==> src/rtl/acc_cpu_pkg.sv <==
package acc_cpu_pkg;
  localparam int OP_W    = 4;
  localparam int N_STEPS = 6;

  typedef enum logic [OP_W-1:0] {
    OP_LDA = 4'h0,
    OP_ADD = 4'h1,
    OP_SUB = 4'h2,
    OP_OUT = 4'h3,
    OP_HLT = 4'hF
  } op_e;

  // one bit per control line
  typedef struct packed {
    logic cp;  // pc count
    logic ep;  // pc -> bus
    logic lm;  // load mar
    logic ce;  // mem -> bus
    logic li;  // load ir
    logic ei;  // ir addr -> bus
    logic la;  // load a
    logic ea;  // a -> bus
    logic su;  // subtract select
    logic eu;  // alu -> bus
    logic lb;  // load b
    logic lo;  // load out
  } ctrl_t;
endpackage

==> src/rtl/acc_ring.sv <==
module acc_ring #(
  parameter int N = 6
) (
  input  logic         clk_i,
  input  logic         rst_ni,
  input  logic         hold_i,
  output logic [N-1:0] step_o
);
  logic [N-1:0] q;

  always_ff @(posedge clk_i or negedge rst_ni) begin
    if (!rst_ni)      q <= N'(1);
    else if (!hold_i) q <= {q[N-2:0], q[N-1]};
  end

  assign step_o = q;
endmodule

==> src/rtl/acc_ctrl_dec.sv <==
module acc_ctrl_dec
  import acc_cpu_pkg::*;
(
  input  logic [N_STEPS-1:0] step_i,
  input  logic [OP_W-1:0]    op_i,
  input  logic               run_i,
  output ctrl_t              ctrl_o,
  output logic               halt_set_o
);
  always_comb begin
    ctrl_o     = '0;
    halt_set_o = 1'b0;
    if (run_i) begin
      if (step_i[0]) begin
        ctrl_o.ep = 1'b1;
        ctrl_o.lm = 1'b1;
      end
      if (step_i[1]) ctrl_o.cp = 1'b1;
      if (step_i[2]) begin
        ctrl_o.ce = 1'b1;
        ctrl_o.li = 1'b1;
      end
      if (step_i[3]) begin
        case (op_i)
          OP_LDA, OP_ADD, OP_SUB: begin
            ctrl_o.ei = 1'b1;
            ctrl_o.lm = 1'b1;
          end
          OP_OUT: begin
            ctrl_o.ea = 1'b1;
            ctrl_o.lo = 1'b1;
          end
          OP_HLT:  halt_set_o = 1'b1;
          default: ;
        endcase
      end
      if (step_i[4]) begin
        case (op_i)
          OP_LDA: begin
            ctrl_o.ce = 1'b1;
            ctrl_o.la = 1'b1;
          end
          OP_ADD, OP_SUB: begin
            ctrl_o.ce = 1'b1;
            ctrl_o.lb = 1'b1;
          end
          default: ;
        endcase
      end
      if (step_i[5]) begin
        case (op_i)
          OP_ADD: begin
            ctrl_o.eu = 1'b1;
            ctrl_o.la = 1'b1;
          end
          OP_SUB: begin
            ctrl_o.su = 1'b1;
            ctrl_o.eu = 1'b1;
            ctrl_o.la = 1'b1;
          end
          default: ;
        endcase
      end
    end
  end
endmodule

==> src/rtl/acc_mem.sv <==
module acc_mem #(
  parameter int AW = 4,
  parameter int DW = 8
) (
  input  logic          clk_i,
  input  logic          we_i,
  input  logic [AW-1:0] waddr_i,
  input  logic [DW-1:0] wdata_i,
  input  logic [AW-1:0] raddr_i,
  output logic [DW-1:0] rdata_o
);
  localparam int DEPTH = 1 << AW;

  logic [DW-1:0] mem_q [DEPTH];

  always_ff @(posedge clk_i) begin
    if (we_i) mem_q[waddr_i] <= wdata_i;
  end

  assign rdata_o = mem_q[raddr_i];
endmodule

==> src/rtl/acc_alu.sv <==
module acc_alu #(
  parameter int DW = 8
) (
  input  logic [DW-1:0] a_i,
  input  logic [DW-1:0] b_i,
  input  logic          sub_i,
  output logic [DW-1:0] y_o
);
  assign y_o = sub_i ? (a_i - b_i) : (a_i + b_i);
endmodule

==> src/rtl/acc_cpu.sv <==
module acc_cpu
  import acc_cpu_pkg::*;
#(
  parameter int ADDR_W = 4
) (
  input  logic                     clk_i,
  input  logic                     rst_ni,
  input  logic                     load_en_i,
  input  logic [ADDR_W-1:0]        load_addr_i,
  input  logic [OP_W+ADDR_W-1:0]   load_data_i,
  output logic [OP_W+ADDR_W-1:0]   out_o,
  output logic                     halted_o
);
  localparam int DW    = OP_W + ADDR_W;
  localparam int N_SRC = 5;

  logic [ADDR_W-1:0]  pc_q, mar_q;
  logic [DW-1:0]      ir_q, a_q, b_q, out_q;
  logic [DW-1:0]      bus, mem_rd, alu_y;
  logic               halted_q, halt_set;
  logic [N_STEPS-1:0] ring_q;
  ctrl_t              ctrl;
  logic [N_SRC-1:0]   drv;
  logic [DW-1:0]      src   [N_SRC];
  logic [DW-1:0]      gated [N_SRC];

  acc_ring #(.N(N_STEPS)) u_ring (
    .clk_i  (clk_i),
    .rst_ni (rst_ni),
    .hold_i (halted_q),
    .step_o (ring_q)
  );

  acc_ctrl_dec u_dec (
    .step_i     (ring_q),
    .op_i       (ir_q[DW-1:ADDR_W]),
    .run_i      (!halted_q),
    .ctrl_o     (ctrl),
    .halt_set_o (halt_set)
  );

  acc_mem #(.AW(ADDR_W), .DW(DW)) u_mem (
    .clk_i   (clk_i),
    .we_i    (load_en_i),
    .waddr_i (load_addr_i),
    .wdata_i (load_data_i),
    .raddr_i (mar_q),
    .rdata_o (mem_rd)
  );

  acc_alu #(.DW(DW)) u_alu (
    .a_i   (a_q),
    .b_i   (b_q),
    .sub_i (ctrl.su),
    .y_o   (alu_y)
  );

  // shared bus: masked sources OR'd together, one enable at a time
  assign drv    = {ctrl.eu, ctrl.ea, ctrl.ei, ctrl.ce, ctrl.ep};
  assign src[0] = {{(DW-ADDR_W){1'b0}}, pc_q};
  assign src[1] = mem_rd;
  assign src[2] = {{(DW-ADDR_W){1'b0}}, ir_q[ADDR_W-1:0]};
  assign src[3] = a_q;
  assign src[4] = alu_y;

  for (genvar g = 0; g < N_SRC; g++) begin : g_drv
    assign gated[g] = drv[g] ? src[g] : '0;
  end

  always_comb begin
    bus = '0;
    for (int k = 0; k < N_SRC; k++) bus = bus | gated[k];
  end

  always_ff @(posedge clk_i or negedge rst_ni) begin
    if (!rst_ni) begin
      pc_q     <= '0;
      mar_q    <= '0;
      ir_q     <= '0;
      a_q      <= '0;
      b_q      <= '0;
      out_q    <= '0;
      halted_q <= 1'b0;
    end else begin
      if (ctrl.cp) pc_q  <= pc_q + 1'b1;
      if (ctrl.lm) mar_q <= bus[ADDR_W-1:0];
      if (ctrl.li) ir_q  <= bus;
      if (ctrl.la) a_q   <= bus;
      if (ctrl.lb) b_q   <= bus;
      if (ctrl.lo) out_q <= bus;
      if (halt_set) halted_q <= 1'b1;
    end
  end

  assign out_o    = out_q;
  assign halted_o = halted_q;
endmodule

==> config.mk <==
export PLATFORM = sky130hd
export DESIGN_NAME = acc_cpu
export DESIGN_NICKNAME = d
export VERILOG_FILES = /design/src/rtl/acc_cpu_pkg.sv /design/src/rtl/acc_ring.sv /design/src/rtl/acc_ctrl_dec.sv /design/src/rtl/acc_mem.sv /design/src/rtl/acc_alu.sv /design/src/rtl/acc_cpu.sv
export SDC_FILE = /design/constraint.sdc
export NUM_CORES = 1
export LEC_CHECK = 0
export BUFFER_PORTS_ARGS = -buffer_cell sky130_fd_sc_hd__buf_4
export CAP_MARGIN = 20
export CORE_MARGIN = 1.5
export CORE_UTILIZATION = 40
export DETAILED_ROUTE_END_ITERATION = 8
export GPL_TIMING_DRIVEN = 0
export PLACE_DENSITY = 0.53
export SETUP_SLACK_MARGIN = 0.02
export SYNTH_ARGS = -nofsm -noshare
export SYNTH_HDL_FRONTEND = slang
export SYNTH_SLANG_ARGS = --single-unit
export TNS_END_PERCENT = 1
==> constraint.sdc <==
create_clock -name clk_i -period 3.1 [get_ports clk_i]
set_input_delay 0.62 -clock clk_i [delete_from_list [all_inputs] [get_ports clk_i]]
set_output_delay 0.62 -clock clk_i [all_outputs]
set_load 0.01 [all_outputs]
==> results of run 1 <==
## worst max-delay path, stage by stage, from the launching register on
cell	delay, ns
dfrtp_1	0.43
nor4b_4	0.34
nand3b_1	0.10
buf_4	0.18
o21ai_2	0.16
inv_1	0.06
ha_1	0.26
nor2b_1	0.14
o31a_1	0.29
o22ai_2	0.18
xnor2_2	0.13
a32o_1	0.27
mux2_2	0.27
## area by class of cell
| type | count | share of cell area |
|---|---|---|
| timing repair buffer | 33 | 0.0324 |
| clock inverter | 14 | 0.0145 |
| buffer | 19 | 0.0105 |
| sequential | 175 | 0.586 |
| tap | 229 | 0.0334 |
| multi-input combinational | 262 | 0.268 |
| clock buffer | 18 | 0.0501 |
| inverter | 11 | 0.00482 |
## synthesized netlist by cell type (all sizes together)
cell type | n | area [µm²]
o21a | 3 | 22.5
clkbuf | 10 | 37.5
o211ai | 3 | 22.5
edfxtp | 128 | 3840
mux2 | 10 | 113
a22o | 1 | 8.76
dfstp | 1 | 26.3
a21o | 3 | 22.5
nor3 | 6 | 30.0
a22oi | 5 | 37.5
o31ai | 1 | 7.51
o22ai | 2 | 12.5
or4 | 1 | 11.3
nand3b | 4 | 30.0
nor2 | 28 | 105
a221oi | 1 | 8.76
and2 | 3 | 18.8
mux2i | 12 | 120
buf | 9 | 52.6
a31o | 2 | 17.5
dfrtp | 46 | 1150
nand2 | 41 | 154
or2 | 2 | 12.5
nor2b | 5 | 31.3
a21oi | 16 | 83.8
nand4 | 1 | 6.26
and3 | 4 | 30.0
nand3 | 5 | 30.0
a31oi | 2 | 12.5
mux4 | 35 | 788
or3b | 1 | 8.76
xor2 | 7 | 61.3
a32o | 2 | 20.0
o31a | 3 | 27.5
o21ai | 27 | 135
inv | 10 | 37.5
or3 | 3 | 18.8
xnor2 | 6 | 52.6
fa | 1 | 20.0
ha | 9 | 113
a32oi | 1 | 8.76
clkinv | 1 | 3.75
nand2b | 5 | 31.3
nor4b | 1 | 8.76
## how the worst min path moves through the flow
| stage | startpoint | to | cells past startpoint |
|---|---|---|---|
| 6_report | rst_ni | u_ring.step_o[1] | 1 |
| 5_1_grt | rst_ni | u_ring.step_o[1] | 1 |
| 4_1_cts | rst_ni | u_ring.step_o[1] | 1 |
| 3_5_place_dp | pc_q[3] | pc_q[3] | 1 |
| 3_3_place_gp | u_ring.step_o[1] | u_ring.step_o[1] | 1 |
| 2_1_floorplan | rst_ni | a_q[0] | 0 |
## kinds of logic (layout without fill, tap and decap cells)
group / after synthesis / in the layout / share of synthesized area
and+or+nand+nor: 110 / 110 / 0.0712
AOI/OAI and AO/OA: 72 / 72 / 0.0606
muxes: 57 / 57 / 0.138
adders and majority gates: 10 / 10 / 0.0179
xor gates and xnor gates: 13 / 13 / 0.0154
DFF: 175 / 175 / 0.679
buffers and inverters: 30 / 95 / 0.0178
## registers in the layout (all words and copies together), names as in the netlist
name and count:
a_q 8, b_q 8, halted_o 1, ir_q 8
mar_q 4, out_o 8, pc_q 4, u_mem.mem_q 128
u_ring.step_o 6
## what timing repair did
item	CTS	global route
setup buffers	1	0
resized for setup	3	6
pin swaps	1	0
setup endpoints to repair	25	11
## metrics by stage
stage	hold slack [ns]	total power [W]	TNS [ns]	worst slack [ns]
final	0.198	0.00466	0	0.158
after global routing	0.239	0.00480	0	0.0448
after CTS	0.215	0.00469	0	0.00991
after detailed placement	0.463	0.00270	-4.89	-0.416
after global placement	0.457	0.00269	-3.69	-0.316
after floorplan	0.324	0.00263	0	0.248
## metal layers
metal  GRT usage  vias up
met5           0        -
met4      0.0729        0
met3      0.0383       21
met2       0.292       69
met1       0.230     2111
li1            -     1897
## power by group through the flow
stage,registers [W],logic (W),clock network [W]
6_report,0.00256,0.0000944,0.00201
5_1_grt,0.00256,0.000105,0.00213
4_1_cts,0.00256,0.0000963,0.00204
3_5_place_dp,0.00261,0.0000962,0
3_3_place_gp,0.00261,0.0000874,0
2_1_floorplan,0.00261,0.0000277,0
==> results.md, run 1 <==
- Outcome: completed
- Synth warn: 0
- Power share of the sequential group: 0.549
- Relative slew slack: 0.273
- Clock Skew: 0.00906 ns
- Htree depth: 4
- Seq. cell area: 5020 µm²
- Non-filler instance count after layout: 761
- Global Route Usage Sum: 0.178
- Die width: 139 µm
- Vias in the first global route: 4,197
- Chip height: 139 µm
- Worst Path Class, Setup: flip-flop to flip-flop
- Synthesized flop and latch total: 175
- Final net count: 544
- PortBufs: 23
- Drt pass-1 iters: 5
- NetSw: 0.00102 W
- Grt ovf: 0
- Share of cells above drive strength 1: 0.256
- Met1 WL: 7.18 mm
- CP Data Required Time: 3.41 ns
- R2r worst-path depth: 12
- Deepest clock path buffer count: 2
- Syn Nets: 492
- Post-DRT Antenna Nets: 0
- Placed Area: 7950 µm²
- ANT cells: 0
- Endpoints failing setup: 0
- Commonest non-fill, non-tap cell in the layout: edfxtp_1
- Comb pwr share: 0.020
- Pwr per Cell Area: 544 nW/µm²
- Initial Utilization: 0.410
- MaxCap Viol Count: 0
- Clk_lat worst skew: 0.43 ns
- R2R Setup Slk: 0.16 ns
- Critical path launch point type: flip-flop
- Syn Area/Cell: 15.8 µm²
- Synth cell types: 52
- Finished Core Util: 0.475
- Die area: 19,300 µm²
- VDD IR max: 0.000378 V
- Sequential area share after synthesis: 0.679
- Unrepaired setup endpoints after global routing: false
- Clock-pin slew on the worst setup and hold paths: 0.07 ns
- Largest net degree at the start of global routing: 48
- Worst Tran Pin Value: 1.09 ns
- Routed WL: 16.3 mm
- GPL Wtd Cong: 0.832
- First-pass GRT wire length: 25.0 mm
- Lkg Pwr: 3.16 nW
- Number of antenna violations at the first check in global routing: 0
- Peak fanout along the critical path: 9
- DP Wirelength: 11.2 mm
- Period utilization: 0.949
- Inst Count DP: 726
- Site Rows: 49
- CTS root buffer: clkbuf_16
- Sw Ratio: 0.219
- Mapped Area: 7390 µm²
- F_max: 0.340 GHz
- Max-slew violation count: 0
- Metal3 WL: 544 µm
- Detailed router's first-iteration violation count: 293
- Hold crit path type: input pin to asynchronous set/reset pin
- Mapped Cells: 467
- CP startpoint: ir_q[7]
- WL per Instance: 21.4 µm
- Area Overhead vs Synth: 15.9%
- Clock power frac: 0.431
- Max layer used: met4
- Num CTS Buffers: 17
- # IOs: 24
- Post-DR vias/cell: 5.39
- Final min period: 2.94 ns
- Worst Setup End Kind: flip-flop
- RR Startpoint: ir_q[7]
- CP Data Arrival Time: 3.25 ns
- Met2 WL: 8.23 mm
- Area of the multi-input gates: 2300 µm²
- P_int: 0.00364 W
- CP endpoint: b_q[5]
- Hold_buf cts: 0
- CTS Sinks: 175
- Remaining DRCs: 0
- Most frequent cells in the layout: edfxtp_1 (128), dfrtp_1 (45), nand2_1 (41)
- Routed via count: 4,098
- Final hold vios: 0
- CTS tree: yes
- Core Box Area: 18,000 µm²
- Post-route cell area: 8570 µm²
- # fillers: 1,602
- R2r endpoint: b_q[5]
(Power assumes the default switching activity.)
==> inputs of run 2 (changes only) <==
--- a/config.mk
+++ b/config.mk
@@ -11,6 +11,7 @@
 export CORE_UTILIZATION = 40
 export DETAILED_ROUTE_END_ITERATION = 8
 export GPL_TIMING_DRIVEN = 0
+export MAX_ROUTING_LAYER = met4
 export PLACE_DENSITY = 0.53
 export SETUP_SLACK_MARGIN = 0.02
 export SYNTH_ARGS = -nofsm -noshare
==> run 2 against run 1 <==
Effect of this change: sequential power barely moved; highest routed layer unchanged; register-to-register slack barely moved; clock-buffer cell count did not move.
==> results.md, run 2 (same netlist as run 1, synthesis figures left out) <==
- Detailed router's first-iteration violation count: 310
- Pwr per Cell Area: 543 nW/µm²
- Area Overhead vs Synth: 15.9%
- Largest net degree at the start of global routing: 48
- Final hold vios: 0
- Critical path launch point type: flip-flop
- Share of cells above drive strength 1: 0.256
- Hold_buf cts: 0
- Post-DRT Antenna Nets: 0
- RR Startpoint: ir_q[7]
- CP Data Required Time: 3.41 ns
- # IOs: 24
- VDD IR max: 0.000379 V
- Final net count: 544
- ANT cells: 0
- Routed via count: 4,114
- Critical-path cell list: nor4b_4, nand3b_1, buf_4, o21ai_2, inv_1, ha_1, nor2b_1, o31a_1, o22ai_2, xnor2_2, a32o_1, mux2_2
- Relative slew slack: 0.257
- CTS Sinks: 175
- Comb pwr share: 0.020
- CTS tree: yes
- CTS root buffer: clkbuf_16
- Chip height: 139 µm
- R2r worst-path depth: 12
- Remaining DRCs: 0
- WL per Instance: 21.4 µm
- Initial Utilization: 0.410
- Bufs and invs on worst path: 2
- Busiest grt layer: met2
- Lkg Pwr: 3.16 nW
- CP endpoint: b_q[5]
- Largest reg by FF count: u_mem.mem_q
- Outcome: completed
- GPL Wtd Cong: 0.845
- Hold crit path type: input pin to asynchronous set/reset pin
- Final min period: 2.94 ns
- Drt pass-1 iters: 4
- Clock-pin slew on the worst setup and hold paths: 0.07 ns
- R2R Setup Slk: 0.16 ns
- Met3 global-route usage: 0.0428
- Critical path depth: 12
- Number of antenna violations at the first check in global routing: 0
- Non-filler instance count after layout: 761
- Die area: 19,300 µm²
- Die width: 139 µm
- Htree depth: 4
- Unrepaired setup endpoints after global routing: false
- Worst Path Class, Setup: flip-flop to flip-flop
- Worst path slowest cell: dfrtp_1
- Commonest non-fill, non-tap cell in the layout: edfxtp_1
- Clk_lat worst skew: 0.42 ns
- Max stage delay on crit path: 0.43 ns
- Largest register FFs: 128
- F_max: 0.340 GHz
- Core Box Area: 18,000 µm²
- Deepest clock path buffer count: 2
- R2r endpoint: b_q[5]
- Max-slew violation count: 0
- Site Rows: 49
- Endpoints failing setup: 0
- Period utilization: 0.950
- Finished Core Util: 0.475
- First-pass GRT wire length: 25.0 mm
- Cell family with most CP delay: compound AO/OA/AOI/OAI gates
- Clock power frac: 0.430
- Num CTS Buffers: 17
- Grt ovf: 0
- Clock Skew: 0.00737 ns
- PortBufs: 23
- Power share of the sequential group: 0.550
- Global Route Usage Sum: 0.183
- Peak fanout along the critical path: 9
- Most frequent cells in the layout: edfxtp_1 (128), dfrtp_1 (45), nand2_1 (41)
- GR Util met2: 0.293
- NetSw: 0.00101 W
- CP Data Arrival Time: 3.25 ns
- CP startpoint: ir_q[7]
- Worst Setup End Kind: flip-flop
- MaxCap Viol Count: 0
- Sw Ratio: 0.218
- Routed WL: 16.3 mm
- Post-DR vias/cell: 5.41
- P_int: 0.00364 W
- DP Wirelength: 11.2 mm
- Worst Tran Pin Value: 1.11 ns
- Met1 GRT Util: 0.230
- Vias in the first global route: 4,204
- Worst hold slack: 0.196 ns
- Inst Count DP: 726
[run 2: cell counts in the layout (fill, tap and decap cells not counted)]
No cell type changed its count.
[run 2: worst reg2reg max path: stages, from the launching register on]
cell	delay (ns)
dfrtp_1	0.43
nor4b_4	0.34
nand3b_1	0.10
buf_4	0.18
o21ai_2	0.16
inv_1	0.06
ha_1	0.26
nor2b_1	0.15
o31a_1	0.29
o22ai_2	0.18
xnor2_2	0.13
a32o_1	0.28
mux2_2	0.28
[run 2: layout make-up]
class                           count  area (µm²)
Multi-Input combinational cell    262        2300
Buffer                             19        90.1
Inverter                           11        41.3
Fill cell                        1602        9460
Tap cell                          229         287
Timing Repair Buffer               33         278
Sequential cell                   175        5020
Clock inverter                     14         124
Clock buffer                       18         429
[run 2: how the worst min path moves through the flow]
stage,cells after the start,end,slack (ns),from
floorplan,0,a_q[0],0.32,rst_ni
global placement,1,u_ring.step_o[1],0.46,u_ring.step_o[1]
detailed placement,1,pc_q[3],0.46,pc_q[3]
CTS,1,u_ring.step_o[1],0.22,rst_ni
global route,1,u_ring.step_o[1],0.24,rst_ni
finish,1,u_ring.step_o[1],0.20,rst_ni
[run 2: timing repair]
| action | CTS | global route |
|---|---|---|
| setup endpoints to repair | 25 | 10 |
| pin swaps | 1 | 0 |
| buffers inserted | 1 | 0 |
| resized for setup | 3 | 6 |
[run 2: stage by stage]
step | cell area (µm²) | TNS, ns | setup slack [ns] | total power [W]
after global routing | 8570 | 0 | 0.0451 | 0.00480
after CTS | 8520 | 0 | 0.00991 | 0.00469
after floorplan | 7390 | 0 | 0.248 | 0.00263
after global placement | 7850 | -3.69 | -0.316 | 0.00269
final | 8570 | 0 | 0.156 | 0.00465
after detailed placement | 7950 | -4.89 | -0.416 | 0.00270
[run 2: power groups by stage]
stage                     sequential, W  clock, W  combinational, W
final                           0.00256   0.00200         0.0000946
after global routing            0.00256   0.00214          0.000105
after CTS                       0.00256   0.00204         0.0000963
after global placement          0.00261         0         0.0000874
after floorplan                 0.00261         0         0.0000277
after detailed placement        0.00261         0         0.0000962
[run 2: routing by layer]
| layer | vias to the layer above | routed length (µm) |
|---|---|---|
| li1 | 1898 | - |
| met1 | 2118 | 7100 |
| met2 | 76 | 8250 |
| met3 | 22 | 614 |
| met4 | 0 | 322 |
| met5 | - | 0 |
